### src/rtl/qga_pkg.sv
package qga_pkg;
  // Square-wave reference signs per group index (1 = subtract)
  function automatic logic i_neg(input logic [1:0] idx);
    return idx[1];
  endfunction

  function automatic logic q_neg(input logic [1:0] idx);
    return idx[1] ~^ idx[0];
  endfunction
endpackage

### src/rtl/qga_group_sum.sv
module qga_group_sum #(
  parameter int SAMPLE_W  = 12,
  parameter int GROUP_LEN = 5,
  parameter int ACC_W     = 15
) (
  input  logic                clk_i,
  input  logic                rst_ni,
  input  logic                valid_i,
  input  logic [SAMPLE_W-1:0] sample_i,
  output logic                fire_o,
  output logic [1:0]          idx_o,
  output logic [ACC_W-1:0]    sum_o
);
  localparam int CNT_W = (GROUP_LEN > 1) ? $clog2(GROUP_LEN) : 1;
  localparam logic [CNT_W-1:0] CNT_LAST = CNT_W'(GROUP_LEN - 1);

  logic [CNT_W-1:0] cnt_q;
  logic [1:0]       idx_q;
  logic [ACC_W-1:0] acc_q;
  logic             last_smp;

  assign last_smp = (cnt_q == CNT_LAST);
  assign fire_o   = valid_i && last_smp;
  assign idx_o    = idx_q;
  assign sum_o    = acc_q + ACC_W'(sample_i);

  always_ff @(posedge clk_i or negedge rst_ni) begin
    if (!rst_ni) begin
      cnt_q <= '0;
      idx_q <= '0;
      acc_q <= '0;
    end else if (valid_i) begin
      if (last_smp) begin
        cnt_q <= '0;
        idx_q <= idx_q + 2'd1;
        acc_q <= '0;
      end else begin
        cnt_q <= cnt_q + CNT_W'(1);
        acc_q <= sum_o;
      end
    end
  end
endmodule

### src/rtl/qga_path.sv
module qga_path #(
  parameter int ACC_W = 15,
  parameter int OUT_W = 17,
  parameter bit IS_Q  = 1'b0
) (
  input  logic                    clk_i,
  input  logic                    rst_ni,
  input  logic                    fire_i,
  input  logic [1:0]              idx_i,
  input  logic [ACC_W-1:0]        sum_i,
  output logic signed [OUT_W-1:0] cyc_o
);
  import qga_pkg::*;

  logic                    neg;
  logic signed [OUT_W-1:0] ext, wgt, run_q, out_q;

  generate
    if (IS_Q) begin : g_q
      assign neg = q_neg(idx_i);
    end else begin : g_i
      assign neg = i_neg(idx_i);
    end
  endgenerate

  assign ext   = $signed({{(OUT_W-ACC_W){1'b0}}, sum_i});
  assign wgt   = neg ? -ext : ext;
  assign cyc_o = out_q;

  always_ff @(posedge clk_i or negedge rst_ni) begin
    if (!rst_ni) begin
      run_q <= '0;
      out_q <= '0;
    end else if (fire_i) begin
      if (idx_i == 2'd3) begin
        out_q <= run_q + wgt;
        run_q <= '0;
      end else begin
        run_q <= run_q + wgt;
      end
    end
  end
endmodule

### src/rtl/quad_group_accum.sv
module quad_group_accum #(
  parameter int SAMPLE_W  = 12,
  parameter int GROUP_LEN = 5,
  localparam int ACC_W    = SAMPLE_W + $clog2(GROUP_LEN),
  localparam int OUT_W    = ACC_W + 2
) (
  input  logic                    clk_i,
  input  logic                    rst_ni,
  input  logic                    valid_i,
  input  logic [SAMPLE_W-1:0]     sample_i,
  output logic signed [OUT_W-1:0] inph_o,
  output logic signed [OUT_W-1:0] quad_o,
  output logic                    strobe_o
);
  logic             fire;
  logic [1:0]       idx;
  logic [ACC_W-1:0] gsum;
  logic             strobe_q;
  logic signed [OUT_W-1:0] cyc [2];

  qga_group_sum #(
    .SAMPLE_W (SAMPLE_W),
    .GROUP_LEN(GROUP_LEN),
    .ACC_W    (ACC_W)
  ) u_group (
    .clk_i   (clk_i),
    .rst_ni  (rst_ni),
    .valid_i (valid_i),
    .sample_i(sample_i),
    .fire_o  (fire),
    .idx_o   (idx),
    .sum_o   (gsum)
  );

  for (genvar p = 0; p < 2; p++) begin : g_path
    qga_path #(
      .ACC_W(ACC_W),
      .OUT_W(OUT_W),
      .IS_Q (p == 1)
    ) u_path (
      .clk_i (clk_i),
      .rst_ni(rst_ni),
      .fire_i(fire),
      .idx_i (idx),
      .sum_i (gsum),
      .cyc_o (cyc[p])
    );
  end

  always_ff @(posedge clk_i or negedge rst_ni) begin
    if (!rst_ni) strobe_q <= 1'b0;
    else         strobe_q <= fire && (idx == 2'd3);
  end

  assign inph_o   = cyc[0];
  assign quad_o   = cyc[1];
  assign strobe_o = strobe_q;
endmodule

### config.mk
export PLATFORM = sky130hd
export DESIGN_NAME = quad_group_accum
export DESIGN_NICKNAME = d
export VERILOG_FILES = /design/src/rtl/qga_pkg.sv /design/src/rtl/qga_group_sum.sv /design/src/rtl/qga_path.sv /design/src/rtl/quad_group_accum.sv
export SDC_FILE = /design/constraint.sdc
export NUM_CORES = 1
export LEC_CHECK = 0
export BUFFER_PORTS_ARGS = -buffer_cell sky130_fd_sc_hd__buf_2
export CORE_AREA = 2 2 146 148
export CTS_CLUSTER_SIZE = 30
export DETAILED_ROUTE_END_ITERATION = 6
export DIE_AREA = 0 0 148 150
export HOLD_SLACK_MARGIN = 0.1
export PLACE_DENSITY = 0.48
export SLEW_MARGIN = 20
export SYNTH_ARGS = -nofsm -noshare
export SYNTH_HDL_FRONTEND = slang
export SYNTH_SLANG_ARGS = --single-unit
### constraint.sdc
create_clock -name clk_i -period 4.25 [get_ports clk_i]
set_input_delay 0.2125 -clock clk_i [delete_from_list [all_inputs] [get_ports clk_i]]
set_output_delay 0.2125 -clock clk_i [all_outputs]
set_load 0.02 [all_outputs]
# Word level (Yosys, flattened, before mapping)
# Index checks and enable logic that the tools add are counted.
[totals]
wordCells = 27
register_bits = 89
input_bits = 15
latch_bits = 0
out_inout_bits = 35
memories = 0
mem_bits_ro = 0
ram_bits = 0
[classes]
eq_ne = 2
muxes = 6
multipliers = 0
n_div = 0
shift = 0
add_sub_neg = 6
order_cmp = 0
n_reduce_logical = 4
n_bitwise = 1
[ops]
columns = ["op", "count"]
rows = [
  ["2-to-1 mux 17 bit", 4],
  ["adder 17 bit", 2],
  ["negation 15 -> 17 bit", 1],
  ["adder 15 x 12 -> 15 bit", 1],
  ["2-to-1 mux 15 bit", 1],
  ["AND reduction 2 bit", 2],
  ["adder 3 x 1 -> 3 bit, second input constant", 1],
  ["equality test 3 bit, second input constant", 1],
  ["2-to-1 mux 3 bit", 1],
  ["adder 2 x 1 -> 2 bit, second input constant", 1],
  ["equality test 2 bit, second input constant", 1],
  ["logical AND 1 bit", 2],
  ["XNOR 1 bit", 1],
]

# Depth between registers and ports, before layout
[logic_depth]
word_depth = 5
depth_mapped = 20
mapped_depth_nobuf = 20

# By module
# Synthesis repeated with hierarchy kept, for this count alone.
[unflattened]
cells_unflattened = 677
hier_area_um2 = 6226.0
[by_module_without_submodules]
columns = ["mod", "instances", "cells_per_inst", "seq_area_each_um2", "area_per_inst_um2"]
rows = [
  ["qga_path at g_path[1].u_path", 1, 261, 850.8, 2374.8],
  ["qga_path at g_path[0].u_path", 1, 251, 850.8, 2311.0],
  ["qga_group_sum", 1, 163, 500.5, 1508.9],
  ["quad_group_accum", 1, 2, 25.0, 31.3],
]

# Worst setup path before layout
# OpenSTA, ideal clock, no wires.
[synth_timing]
kind = "flip-flop to flip-flop"
startpoint = "register u_group.acc_q[0]"
endpoint = "register g_path[0].u_path.out_q[16]"
setup_time_ns = 0.081
slack_ns = -0.194
stages_incl_launch_ff = 18
synth_period_minus_slack_ns = 4.444
required_ns = 4.169
n_path_buf = 0
t_arrival_ns = 4.363
path_cell_list = "dfrtp_1 > ha_1 > fa_1 > xnor2_1 > and3_1 > or3b_4 > nor2_2 > nand4_2 > or3_1 > nand2_1 > xor2_1 > ha_1 > nand2_1 > o21ba_2 > a211oi_1 > o41ai_2 > xnor3_1 > o21ai_1"
[synth_via]
elab_chain_cells = 4
[synth_lines]
columns = ["item", "line_no", "source"]
rows = [
  ["start, declared", "qga_group_sum.sv:19", "logic [ACC_W-1:0] acc_q;"],
  ["start signal, assigned", "qga_group_sum.sv:39", "acc_q <= sum_o;"],
  ["adder 15 x 12 -> 15 bit (*)", "qga_group_sum.sv:25", "assign sum_o = acc_q + ACC_W'(sample_i);"],
  ["negation 15 -> 17 bit", "qga_path.sv:27", "assign wgt = neg ? -ext : ext;"],
  ["2-to-1 mux 17 bit (*)", "qga_path.sv:27", ""],
  ["adder 17 bit (*)", "qga_path.sv:36", "out_q <= run_q + wgt;"],
  ["end signal, assigned", "qga_path.sv:36", ""],
  ["end, declared", "qga_path.sv:16", "logic signed [OUT_W-1:0] ext, wgt, run_q, out_q;"],
]
# Every way passes the cells marked *; elsewhere a longest branch is shown, timed or not.
# A chain may end at the register's enable or synchronous reset.

# Worst setup path in the final report
[layout_timing]
startpoint = "register u_group.acc_q[0]"
endpoint = "register g_path[1].u_path.run_q[13]"
[layout_via]
elab_chain_cells = 5
[layout_lines]
columns = ["item", "line_no", "source"]
rows = [
  ["adder 15 x 12 -> 15 bit (*)", "qga_group_sum.sv:25", ""],
  ["negation 15 -> 17 bit", "qga_path.sv:27", ""],
  ["2-to-1 mux 17 bit (*)", "qga_path.sv:27", ""],
  ["adder 17 bit (*)", "qga_path.sv:39", "run_q <= run_q + wgt;"],
  ["2-to-1 mux 17 bit (*)", "qga_path.sv:35", "if (idx_i == 2'd3) begin"],
  ["end signal, assigned", "qga_path.sv:39", ""],
  ["end, declared", "qga_path.sv:16", ""],
]
# Marks and branches as above.

==> flow_metrics.py <==
metrics = {
    "grt": {
        "grt_use_met1": 0.196,
        "use_met3": 0.0262,
        "antenna_found_initial": 0,
        "overflow": 0,
        "grt_usage": 0.147,
        "grt-busiest-layer": "met2",
        "grt_max_degree": 56,
        "grt_pass1_vias": 5201,
        "use_met2": 0.243,
        "grt_pass1_wl_um": 26000,
    },
    "critical_path": {
        "critPathKind": "reg -> reg",
        "worstPathArrival_ns": 4.51,
        "reg2reg_from": "u_group.acc_q[0]",
        "cp-end-kind": "flop",
        "ff2ff_path_depth": 17,
        "cp-endpoint": "g_path[1].u_path.run_q[13]",
        "r2r-end": "g_path[1].u_path.run_q[13]",
        "required_ns": 4.47,
        "cp-start-kind": "flop",
        "r2r_slack_ns": -0.04,
        "path_max_fanout": 3,
        "critPathLaunch": "u_group.acc_q[0]",
    },
    "logic_synthesis": {
        "ys.flop_type": "dfrtp_1",
        "yosysWarnings": 0,
        "synth_common_cells": "nand2_1 (106), dfrtp_1 (89), o21ai_0 (57), ha_1 (52), nor2_1 (39)",
        "synth_largest_area_cell": "dfrtp_1",
        "syn-cell-area_sq_um": 6090,
        "synth_top_area_share": 0.366,
        "syn_nets": 729,
        "yosysMostFrequentCell": "nand2_1",
        "ys_types": 67,
        "ys_seq_elements": 89,
        "seq_area_frac_synth": 0.366,
        "yosys-top-cells-area": "dfrtp_1 (37%), ha_1 (11%), nand2_1 (6.5%), xnor2_1 (5.5%), o21ai_0 (4.7%)",
        "synth_edf_count": 0,
        "async_flop_share": 1.00,
        "avgSynthCellArea_sq_um": 9.25,
        "syn_inst": 659,
    },
    "timing": {
        "setup_viol": 7,
        "drv_slew": 0,
        "slew_headroom": 0.536,
        "rsz0062_at_grt": "yes",
        "skew_ns": 0.00610,
        "fin_ws_ns": -0.0386,
        "report.final.hold_viol_count": 0,
        "fmax_mhz": 233,
        "tns_ns": -0.206,
        "tightest_slew_ns": 0.696,
        "whs_ns": 0.333,
        "timing.final.crit_share": 1.01,
        "min_period_ns": 4.29,
    },
    "detailed_routing": {
        "drc": 0,
        "vias": 5144,
        "routed_wl_um": 16000,
        "ant_nets": 0,
        "viasPerCell": 4.83,
        "drt_iter0_drc": 197,
        "first_pass_iters": 4,
        "wl_per_cell_um": 15.0,
    },
    "finish": {
        "fin_util": 0.381,
        "ff_latch_area_sq_um": 2230,
        "num_antenna_cells": 0,
        "multiInputGateArea_sq_um": 3960,
        "fin_area_sq_um": 7890,
        "nFillCells": 2120,
        "drive_gt1_frac": 0.292,
        "nNetsFinal": 856,
        "area_growth_pct": 29.5,
    },
    "floorplan": {
        "initial_core_util": 0.295,
        "dieArea_sq_um": 22200,
        "core_sq_um": 20700,
        "die_w_um": 148,
        "fp-row-count": 53,
        "boundaryPins": 50,
        "dieHeight_um": 150,
    },
    "min_path": {
        "hp-class": "in -> reg",
    },
    "placement": {
        "dpl_cell_area_sq_um": 7260,
        "portBuffers": 49,
        "place_congestion": 0.855,
        "hpwl_um": 11700,
    },
    "clock_network": {
        "clock-sinks": 89,
        "numCtsBuffers": 9,
        "clkTransAtPathRegs_ns": 0.07,
        "cts_root_buf": "clkbuf_16",
        "htree_levels": 3,
        "cts_buffer_depth": 2,
        "cts_tree": "done",
        "clock_latency_ns": 0.35,
    },
    "run_status": {
        "violations": "setup timing",
        "outcome": "complete, but fails checks",
    },
    "run": {
        "drv_cap": 0,
    },
}
-- worst min-delay path by stage --
stage | from | to | slack (ns) | cells after the start
floorplan | rst_ni | g_path[0].u_path.cyc_o[0] | -0.08 | 0
finish | valid_i | u_group.cnt_q[1] | 0.33 | 3
detailed placement | rst_ni | g_path[0].u_path.run_q[7] | 0.30 | 1
global route | valid_i | u_group.cnt_q[2] | 0.38 | 3
global placement | rst_ni | g_path[0].u_path.cyc_o[7] | 0.29 | 1
CTS | valid_i | u_group.cnt_q[1] | 0.32 | 3
-- critical path, cell delays in order (launching register included) --
cell and delay [ns]:
dfrtp_1 0.38, ha_2 0.19, fa_2 0.34, a21o_1 0.19, a22o_1 0.24, or3_4 0.33
and2_4 0.16, xor2_4 0.15, or3_4 0.39, and2_4 0.18, xnor2_4 0.15, ha_2 0.19
or3_1 0.37, a2111o_1 0.28, o211ai_1 0.17, buf_4 0.18, xor2_2 0.16, o31ai_1 0.08
-- per-layer routing --
metal  wire, um  vias to the layer above
met5          0                        -
met4        257                        0
met3        599                       16
met2       7500                       79
met1       7640                     2471
li1           -                     2578
-- area by class of cell --
cell class | instances | area share
well taps | 275 | 0.0436
flip-flops and latches | 89 | 0.282
inverters | 33 | 0.0157
multi-input cells | 515 | 0.502
repair buffers | 138 | 0.117
clock inverters | 6 | 0.0105
clock buffers | 10 | 0.0290
-- kinds of logic (layout without fill, tap and decap cells) --
kind of cell	count (synthesis)	in the layout	synth area share
and+or+nand+nor	203	203	0.156
AOI/OAI and AO/OA	179	179	0.198
DFF	89	89	0.366
xor gates and xnor gates	67	67	0.111
adders and majority gates	55	55	0.117
buffers and inverters	55	187	0.0339
muxes	11	11	0.0197
-- registers in the layout (all words and copies together) (netlist names) --
name	count
strobe_o	1
u_group.acc_q	15
g_path.u_path.run_q	34
g_path.u_path.cyc_o	34
u_group.idx_o	2
u_group.cnt_q	3
-- timing repair --
item,CTS,global route
gates resized for setup,24,33
endpoints found under the setup margin,16,23
buffers inserted,2,5
pin swaps,14,13
hold endpoints to repair,49,0
hold buffers,1,0
-- per-stage QoR --
stage,setup slack (ns),std cells
5_1_grt,-0.246,1066
2_1_floorplan,-0.0632,659
6_report,-0.0386,1066
4_1_cts,-0.0800,1061
3_5_place_dp,-0.314,1042
3_3_place_gp,-0.276,1042
-- layout by cell type, fill, tap and decap left out, types with 4 or more instances in the layout --
cell / n
or3_1: 7
and2_1: 4
o211ai_1: 4
xnor2_1: 31
o21ai_0: 49
buf_2: 48
o31ai_1: 24
a21oi_1: 18
a22o_1: 8
a31oi_1: 6
a21o_1: 11
dfrtp_1: 89
and3_1: 4
xor2_1: 18
ha_2: 5
nor2b_1: 5
nand2b_1: 7
nand2_1: 103
mux2_2: 8
xor2_2: 5
nor2_1: 38
buf_4: 87
ha_1: 45
o21ai_1: 12
xnor2_2: 7
inv_1: 31
clkbuf_16: 9
o22ai_1: 8
a21oi_2: 7
Power is not shown: default switching activity piles up to over one toggle a cycle in this logic, so the estimate is an artifact.
